File: src/rtl/mac_prog_pkg.sv
package mac_prog_pkg;

    // operation codes on the master command port
    localparam logic [1:0] OP_EWEN  = 2'd0;
    localparam logic [1:0] OP_WRITE = 2'd1;
    localparam logic [1:0] OP_READ  = 2'd2;

    typedef enum logic [2:0] {
        S_IDLE,
        S_LOAD,
        S_EWEN,
        S_WRITE,
        S_READ,
        S_RETRY,
        S_DONE
    } seq_state_e;

endpackage

File: src/rtl/mac_word_pick.sv
// Splits the address into storage words, lower-numbered byte in low lane.
module mac_word_pick #(
    parameter int MAC_W  = 48,
    parameter int WORD_W = 16,
    localparam int NWORDS = MAC_W / WORD_W,
    localparam int BPW    = WORD_W / 8
) (
    input  logic [MAC_W-1:0]               mac,
    output logic [NWORDS-1:0][WORD_W-1:0]  words
);

    for (genvar w = 0; w < NWORDS; w++) begin : g_word
        for (genvar b = 0; b < BPW; b++) begin : g_byte
            localparam int K = w * BPW + b;
            assign words[w][8*b +: 8] = mac[MAC_W-1-8*K -: 8];
        end
    end

endmodule

File: src/rtl/mw_cmd_timer.sv
// Counts cycles a command waits for its acknowledge.
module mw_cmd_timer #(
    parameter int LIMIT = 64,
    localparam int CNT_W = (LIMIT > 1) ? $clog2(LIMIT) : 1
) (
    input  logic clk,
    input  logic rst_n,
    input  logic active,
    input  logic ack,
    output logic expired
);

    logic [CNT_W-1:0] cnt_d, cnt_q;

    always_comb begin
        if (!active || ack) begin
            cnt_d = '0;
        end else begin
            cnt_d = cnt_q + 1'b1;
        end
    end

    always_ff @(posedge clk or negedge rst_n) begin
        if (!rst_n) begin
            cnt_q <= '0;
        end else begin
            cnt_q <= cnt_d;
        end
    end

    assign expired = active && !ack && (cnt_q == CNT_W'(LIMIT - 1));

endmodule

File: src/rtl/mac_eeprom_prog.sv
module mac_eeprom_prog
    import mac_prog_pkg::*;
#(
    parameter int MAC_W       = 48,
    parameter int WORD_W      = 16,
    parameter int ADDR_W      = 6,
    parameter int BASE_ADDR   = 7,
    parameter int MAX_TRIES   = 3,
    parameter int TIMEOUT_CYC = 64,
    localparam int NWORDS = MAC_W / WORD_W,
    localparam int WIDX_W = (NWORDS > 1) ? $clog2(NWORDS) : 1,
    localparam int TRY_W  = $clog2(MAX_TRIES + 1)
) (
    input  logic                 clk,
    input  logic                 rst_n,
    input  logic                 start,
    input  logic                 prog_en,
    input  logic [MAC_W-1:0]     mac_in,
    output logic [MAC_W-1:0]     mac_out,
    output logic                 mac_load,
    output logic                 mw_req,
    output logic [1:0]           mw_op,
    output logic [ADDR_W-1:0]    mw_addr,
    output logic [WORD_W-1:0]    mw_wdata,
    input  logic                 mw_ack,
    input  logic [WORD_W-1:0]    mw_rdata,
    output logic                 busy,
    output logic                 done,
    output logic [NWORDS-1:0]    fail_mask
);

    localparam logic [ADDR_W-1:0] BASE_A   = ADDR_W'(BASE_ADDR);
    localparam logic [WIDX_W-1:0] LAST_W   = WIDX_W'(NWORDS - 1);
    localparam logic [TRY_W-1:0]  LAST_TRY = TRY_W'(MAX_TRIES - 1);

    typedef struct packed {
        seq_state_e         st;
        logic               en;
        logic [WIDX_W-1:0]  word;
        logic [TRY_W-1:0]   tries;
        logic [NWORDS-1:0]  fmask;
        logic [MAC_W-1:0]   mac;
    } seq_regs_t;

    seq_regs_t r_d, r_q;

    logic [NWORDS-1:0][WORD_W-1:0] words;
    logic [WORD_W-1:0]             cur_word;
    logic                          cmd_active;
    logic                          tmo;
    logic                          advance;

    mac_word_pick #(
        .MAC_W  (MAC_W),
        .WORD_W (WORD_W)
    ) u_pick (
        .mac   (r_q.mac),
        .words (words)
    );

    assign cur_word   = words[r_q.word];
    assign cmd_active = (r_q.st == S_EWEN) || (r_q.st == S_WRITE) || (r_q.st == S_READ);

    mw_cmd_timer #(
        .LIMIT (TIMEOUT_CYC)
    ) u_timer (
        .clk     (clk),
        .rst_n   (rst_n),
        .active  (cmd_active),
        .ack     (mw_ack),
        .expired (tmo)
    );

    always_comb begin
        r_d     = r_q;
        advance = 1'b0;
        unique case (r_q.st)
            S_IDLE: begin
                if (start) begin
                    r_d.mac   = mac_in;
                    r_d.en    = prog_en;
                    r_d.fmask = '0;
                    r_d.word  = '0;
                    r_d.tries = '0;
                    r_d.st    = S_LOAD;
                end
            end
            S_LOAD: begin
                r_d.st = r_q.en ? S_EWEN : S_DONE;
            end
            S_EWEN: begin
                if (mw_ack) begin
                    r_d.st = S_WRITE;
                end else if (tmo) begin
                    r_d.st = S_RETRY;
                end
            end
            S_WRITE: begin
                if (mw_ack) begin
                    r_d.st = S_READ;
                end else if (tmo) begin
                    r_d.st = S_RETRY;
                end
            end
            S_READ: begin
                if (mw_ack) begin
                    if (mw_rdata == cur_word) begin
                        advance = 1'b1;
                    end else begin
                        r_d.st = S_RETRY;
                    end
                end else if (tmo) begin
                    r_d.st = S_RETRY;
                end
            end
            S_RETRY: begin
                if (r_q.tries == LAST_TRY) begin
                    r_d.fmask[r_q.word] = 1'b1;
                    advance = 1'b1;
                end else begin
                    r_d.tries = r_q.tries + 1'b1;
                    r_d.st    = S_EWEN;
                end
            end
            S_DONE: begin
                r_d.st = S_IDLE;
            end
            default: begin
                r_d.st = S_IDLE;
            end
        endcase

        if (advance) begin
            r_d.tries = '0;
            if (r_q.word == LAST_W) begin
                r_d.st = S_DONE;
            end else begin
                r_d.word = r_q.word + 1'b1;
                r_d.st   = S_EWEN;
            end
        end
    end

    always_ff @(posedge clk or negedge rst_n) begin
        if (!rst_n) begin
            r_q.st    <= S_IDLE;
            r_q.en    <= 1'b0;
            r_q.word  <= '0;
            r_q.tries <= '0;
            r_q.fmask <= '0;
            r_q.mac   <= '0;
        end else begin
            r_q <= r_d;
        end
    end

    always_comb begin
        unique case (r_q.st)
            S_WRITE: mw_op = OP_WRITE;
            S_READ:  mw_op = OP_READ;
            default: mw_op = OP_EWEN;
        endcase
    end

    assign mw_req    = cmd_active;
    assign mw_addr   = BASE_A + ADDR_W'(r_q.word);
    assign mw_wdata  = cur_word;
    assign mac_out   = r_q.mac;
    assign mac_load  = (r_q.st == S_LOAD);
    assign busy      = (r_q.st != S_IDLE);
    assign done      = (r_q.st == S_DONE);
    assign fail_mask = r_q.fmask;

endmodule

File: config.mk
export PLATFORM = sky130hd
export DESIGN_NAME = mac_eeprom_prog
export DESIGN_NICKNAME = d
export VERILOG_FILES = /design/src/rtl/mac_prog_pkg.sv /design/src/rtl/mac_word_pick.sv /design/src/rtl/mw_cmd_timer.sv /design/src/rtl/mac_eeprom_prog.sv
export SDC_FILE = /design/constraint.sdc
export NUM_CORES = 1
export LEC_CHECK = 0
export ABC_AREA = 0
export BUFFER_PORTS_ARGS = -buffer_cell sky130_fd_sc_hd__buf_2
export CELL_PAD_IN_SITES_DETAIL_PLACEMENT = 1
export CELL_PAD_IN_SITES_GLOBAL_PLACEMENT = 1
export CORE_ASPECT_RATIO = 0.9
export CORE_UTILIZATION = 37
export DETAILED_ROUTE_END_ITERATION = 8
export PLACE_DENSITY_LB_ADDON = 0.1
export SYNTH_ARGS = -nofsm -noshare
export SYNTH_HDL_FRONTEND = slang
export SYNTH_HIERARCHICAL = 1
export SYNTH_SLANG_ARGS = --single-unit
File: constraint.sdc
create_clock -name clk -period 3.3 [get_ports clk]
set_clock_uncertainty 0.15 [all_clocks]
set_input_delay 0.33 -clock clk [delete_from_list [all_inputs] [get_ports clk]]
set_output_delay 0.33 -clock clk [all_outputs]
set_load 0.005 [all_outputs]
==> results of run 1 <==
cells by family after synthesis:
| group | count (synthesis) | synth area share, % |
|---|---|---|
| other | 1 | 0.0832 |
| buffers and inverters | 140 | 20.5 |
| flip-flops | 65 | 36.1 |
| XOR/XNOR | 11 | 2.14 |
| AND/OR/NAND/NOR | 253 | 26.2 |
| AO/OA/AOI/OAI | 57 | 9.10 |
| multiplexers | 18 | 4.30 |
| adder cells (fa/ha/maj) | 6 | 1.66 |
critical path, stage by stage, from the launching register on:
cell       delay, ns
dfrtp_1         0.56
buf_4           0.26
and2b_1         0.26
o2bb2ai_1       0.18
xor2_1          0.14
nor4_1          0.53
a41oi_1         0.19
mux2_1          0.34
cell usage in the layout (no fill, tap or decap), types with 3 or more instances in the layout:
| cell | Yosys | layout |
|---|---|---|
| dfrtp_1 | 65 | 65 |
| nor4_1 | 3 | 3 |
| xnor2_1 | 4 | 4 |
| mux2_2 | 6 | 6 |
| buf_2 | 3 | 145 |
| buf_4 | 101 | 10 |
| nor2_1 | 25 | 25 |
| nand2_1 | 157 | 156 |
| a221o_1 | 5 | 5 |
| a21oi_1 | 17 | 17 |
| o22ai_1 | 7 | 7 |
| clkbuf_1 | 17 | 3 |
| xor2_1 | 7 | 7 |
| nand3_1 | 3 | 3 |
| ha_1 | 6 | 6 |
| nor2b_1 | 14 | 14 |
| o21ai_0 | 5 | 5 |
| o2bb2ai_1 | 6 | 6 |
| nor3_1 | 13 | 13 |
| and4b_1 | 5 | 5 |
| mux2i_1 | 10 | 10 |
| inv_1 | 14 | 14 |
| and4_1 | 3 | 3 |
| clkbuf_16 | 0 | 9 |
| nand2b_1 | 13 | 13 |
worst max path at each step:
| stage | from | endpoint | slack, ns | depth (start not counted) |
|---|---|---|---|---|
| after floorplan | r_q[54] | r_q[58] | 0.98 | 9 |
| final | r_q[53] | r_q[58] | 0.56 | 7 |
| after global placement | r_q[53] | r_q[58] | 0.69 | 7 |
| after CTS | r_q[53] | r_q[58] | 0.58 | 7 |
| after global routing | r_q[57] | r_q[58] | 0.30 | 9 |
| after detailed placement | r_q[53] | r_q[54] | 0.60 | 7 |
per-layer routing:
metal | wire (µm) | vias up
li1 | - | 1794
met1 | 5840 | 1807
met5 | 0 | -
met3 | 667 | 14
met4 | 193 | 0
met2 | 6160 | 94
sequential cells by signal, indices dropped and copies added (netlist names):
| register | cells |
|---|---|
| fail_mask | 3 |
| r_q | 8 |
| u_timer/cnt_q | 6 |
| mac_out | 48 |
per-stage QoR:
stage	cell area (µm²)	hold WS (ns)	instances	utilization, %	total power [µW]
floorplan	4510	-0.116	552	-	3010
global placement	4650	0.314	738	39.8	3040
detailed placement	4650	0.331	738	39.8	3090
CTS	4940	0.0314	754	42.3	4060
global route	4940	0.0412	754	42.3	4310
finish	4940	0.0268	754	42.3	4000
cell type report:
| cell class | count | area share (%) |
|---|---|---|
| sequential | 65 | 33.0 |
| inverter | 15 | 1.14 |
| clock inverter | 3 | 0.811 |
| multi-input combinational | 347 | 39.8 |
| clock buffer | 13 | 5.07 |
| timing repair buffer | 155 | 16.2 |
| tap | 156 | 3.95 |
power by group:
part	internal, µW	switching [µW]
combinational	676	878
sequential	1120	380
clock	603	342
==> out/results.ini, run 1 <==
[synthesis]
yosys_warnings=6
yosysTopAreaCell=dfrtp_1
synthDistinctLibCells=55
yosysSeqAreaShare_pct=36.1
synth_cells=551
synthTopCellsByCount=nand2_1 (157), buf_4 (101), dfrtp_1 (65)
synth.area.top_cells=dfrtp_1 (36%), buf_4 (17%), nand2_1 (13%)
synth_edf_count=0
yosys.cell_count.top_type=nand2_1
synth_top_area_share_pct=36.1
avgSynthCellArea_um2=8.18
syn-cell-area_mm2=0.00451
async_reset_ff_share_pct=100
ys_ff_latch=65
synth_ff_type=dfrtp_1

[timing]
max_freq_ghz=0.366
slew_headroom_pct=30.2
fin_crit_sh_pct=82.9
worstMarginPinSlew_ns=1.05
layout_setup_ws_ns=0.564
min_period_ns=2.74
drv_slew=0
rsz0062_at_grt=false
setup_viol=0
final-hold-violation-count=0
fin_tns_setup_ns=0

[cells_and_area]
area_growth_pct=9.46
ff_latch_area_mm2=0.00163
multiInputGateArea_mm2=0.00197
layout-drive-gt1-share_pct=30.9
fin_nets=668
fill_cells=1478
num_antenna_cells=0

[detailed_routing]
routed_wl_mm=12.9
first_pass_iters=4
vias_per_cell=4.92
num_vias=3709
antenna_left=0
drc_errors=0
wl_per_cell_um=17.1
initialDrtViolationCount=124

[setup_path]
worst_setup_path_end_kind=flop
reg2reg_setup_slack_ns=0.56
criticalPathCategory=reg -> reg
path_max_fanout=14
cp.required_ns=3.36
start_kind=flop
r2r_start=r_q[53]
r2r-end=r_q[58]
reg2reg_depth=7
worstPathArrival_ns=2.80

[pwr]
power_density_mw_per_mm2=810
ir_drop_mv=0.288
power.leakage_uw=0.00270

[grt]
grt-busiest-layer=met2
antenna_found_initial=0
track_usage_pct=21.2
grt_overflow=0
grtUsageMet1_pct=26.2
grt_pass1_wl_mm=20.5
grt_use_met2_pct=36.5
met3_usage_pct=5.43
grt_max_degree=45
grt_pass1_vias=3872

[die]
start_util_pct=38.7
num_rows=37
dieArea_mm2=0.0126
coreArea_mm2=0.0117
ioPinCount=148
die_h_um=107
die_w_um=118

[clock_tree]
cts.clk_slew.worst_paths_ns=0.05
cts_resized=0
cts-root-buf=clkbuf_16
cts_sinks=65
cts_hold_buffers=0
cts_tree=done
htree_num_levels=3
cts_buffers=9
post_cts_buffers=0
cts.path.max_buffers=2
clk_latency_ns=0.33

[status]
outcome=finished clean

[flow_run]
drv_cap=0

[placement]
gp_congestion=0.875
post-place-ws_ns=0.600
numPortBuffers=145
place_hpwl_mm=10.1

[hold_path]
hp-class=in -> async

No activity file was read; power rests on OpenSTA's default activity.
==> run 2, diff against run 1 <==
Settings changed: CORE_UTILIZATION 37 to 33.
Clock period 3.3 ns to 2.31 ns, I/O delays scaled along.
==> run 2 against run 1 <==
Compared with the run above: the flow now finishes with violations (setup timing); cell area up 22%; sequential cell count unchanged; maximum frequency grew 11%; cell count is 14% higher; die area up 12%; worst hold slack improved by 0.17 ns; critical endpoint is now r_q[54]; critical path type unchanged; global-route usage decreased by 0.19 points; setup slack lost 0.71 ns; routed wire length increased by 11%; core utilization increased by 2.9 points; critical path depth is 2 higher.
==> out/results.ini, run 2 (synthesized netlist as in run 1, its figures left out) <==
[detailed_routing]
vias_per_cell=4.70
drc_errors=0
routed_wl_mm=14.3
wl_per_cell_um=16.6
antenna_left=0
initialDrtViolationCount=157
num_vias=4028
first_pass_iters=6

[timing]
worstMarginPinSlew_ns=0.513
fin_tns_setup_ns=-0.652
rsz0062_at_grt=true
fin_crit_sh_pct=106
slew_headroom_pct=65.8
whs_ns=0.193
setup_viol=6
final-hold-violation-count=0
drv_slew=0
min_period_ns=2.46
max_freq_ghz=0.407
layout_setup_ws_ns=-0.147

[setup_path]
max_stage_delay_ns=0.38
path_max_fanout=8
cp-startpoint=r_q[54]
path_cells=buf_6 -> mux2_2 -> a221o_1 -> o22ai_2 -> buf_4 -> nor4_4 -> buf_4 -> and4_1 -> a211o_1
worst_setup_path_end_kind=flop
cp_num_buf_inv=3
r2r-end=r_q[54]
worstPathArrival_ns=2.52
reg2reg_depth=9
endpoint=r_q[54]
path_depth=9
r2r_start=r_q[54]
crit_top_cell=buf_4
reg2reg_setup_slack_ns=-0.15
criticalPathCategory=reg -> reg
cp.required_ns=2.37
start_kind=flop
crit_slowest_cell=dfrtp_1
cp_top_family=compound AO/OA/AOI/OAI gates

[grt]
grt_pass1_wl_mm=22.8
track_usage_pct=21.0
grt_overflow=0
antenna_found_initial=0
grt_pass1_vias=4230
grt_max_degree=28

[pwr]
switching_share_pct=39.8
p_switching_uw=2510
power.leakage_uw=0.00319
p_seq_share_pct=34.0
p_int_uw=3800
power_frac_clock_pct=21.6
ir_drop_mv=0.386
power_density_mw_per_mm2=1040
combPwrFrac_pct=44.4

[placement]
place_inst=786
place_hpwl_mm=10.7
numPortBuffers=145
gp_congestion=0.805
post-place-ws_ns=-0.262

[clock_tree]
htree_num_levels=3
clk_latency_ns=0.33
cts_tree=done
cts_sinks=65
cts_buffers=9
cts-root-buf=clkbuf_16
cts.path.max_buffers=2
cts.clk_slew.worst_paths_ns=0.06

[status]
outcome=finished with violations
failed_checks=setup timing

[die]
num_rows=40
ioPinCount=148
die_h_um=113
start_util_pct=33.7
dieArea_mm2=0.0141
die_w_um=125
coreArea_mm2=0.0134

[cells_and_area]
final_cells=857
fin_nets=758
area_growth_pct=33.9
largest_reg_flops=48
mostFrequentLayoutCell=nand2_1
final_cell_mix=nand2_1 (155), buf_2 (145), dfrtp_1 (65), dlygate4sd3_1 (50), buf_4 (42)
layout-drive-gt1-share_pct=37.4

[hold_path]
min_from=mw_ack
hp-class=in -> reg

[flow_run]
drv_cap=0

run 2: cell count changes in the layout (fill, tap and decap cells not counted), sizes merged:
cell / delta
dlygate4sd3: +50
clkbuf: -2
diode: +1
buf: +40
clkinvlp: +2
run 2: cell type report:
type / count / area [µm²]
flip-flops and latches: 65 / 1630
clock inverters: 5 / 55.1
well taps: 168 / 210
diodes: 1 / 2.50
repair buffers: 245 / 1640
multi-input cells: 347 / 2200
clock buffers: 11 / 243
inverters: 15 / 56.3
fillers: 1641 / 7330
run 2: power groups by stage:
| stage | clock [µW] | combinational [µW] | sequential, µW |
|---|---|---|---|
| after global placement | 0 | 2490 | 2150 |
| after detailed placement | 0 | 2560 | 2150 |
| final | 1360 | 2800 | 2140 |
| after global routing | 1460 | 3130 | 2220 |
| after floorplan | 0 | 2430 | 1880 |
| after CTS | 1410 | 2730 | 2140 |
run 2: per-layer routing:
layer  vias to the layer above  routed length, µm  track usage (%)
li1                       1973                  -                -
met1                      1954               6520             26.4
met2                        88               7090             36.4
met3                        13                444             4.02
met4                         0                210             6.67
met5                         -                  0                0
run 2: worst min path at each step:
stage | to | slack (ns) | depth (start not counted)
5_1_grt | r_q[52] | 0.25 | 4
3_3_place_gp | mac_out[6] | 0.08 | 1
6_report | r_q[56] | 0.19 | 4
2_1_floorplan | fail_mask[0] | -0.21 | 0
3_5_place_dp | mac_out[5] | 0.08 | 1
4_1_cts | r_q[56] | 0.20 | 4
run 2: through the flow:
step                      total power, µW  cell area, µm²  utilization (%)
final                                6310            6040             45.2
after global routing                 6810            6030             45.2
after CTS                            6290            5870             43.9
after detailed placement             4710            4940             37.0
after global placement               4640            4940             37.0
after floorplan                      4300            4510                -
run 2: what timing repair did:
action / 4_1_cts / 5_1_grt
gates cloned: 0 / 0
pin swaps: 5 / 10
setup endpoints to repair: 7 / 7
endpoints found under the hold margin: 69 / 0
buffers inserted: 4 / 0
resized for setup: 20 / 28
hold buffers: 50 / 0
run 2: worst register-to-register path, cell delays in order, from the launching register on:
cell	delay (ns)
dfrtp_1	0.38
buf_6	0.16
mux2_2	0.38
a221o_1	0.34
o22ai_2	0.16
buf_4	0.14
nor4_4	0.05
buf_4	0.16
and4_1	0.15
a211o_1	0.27
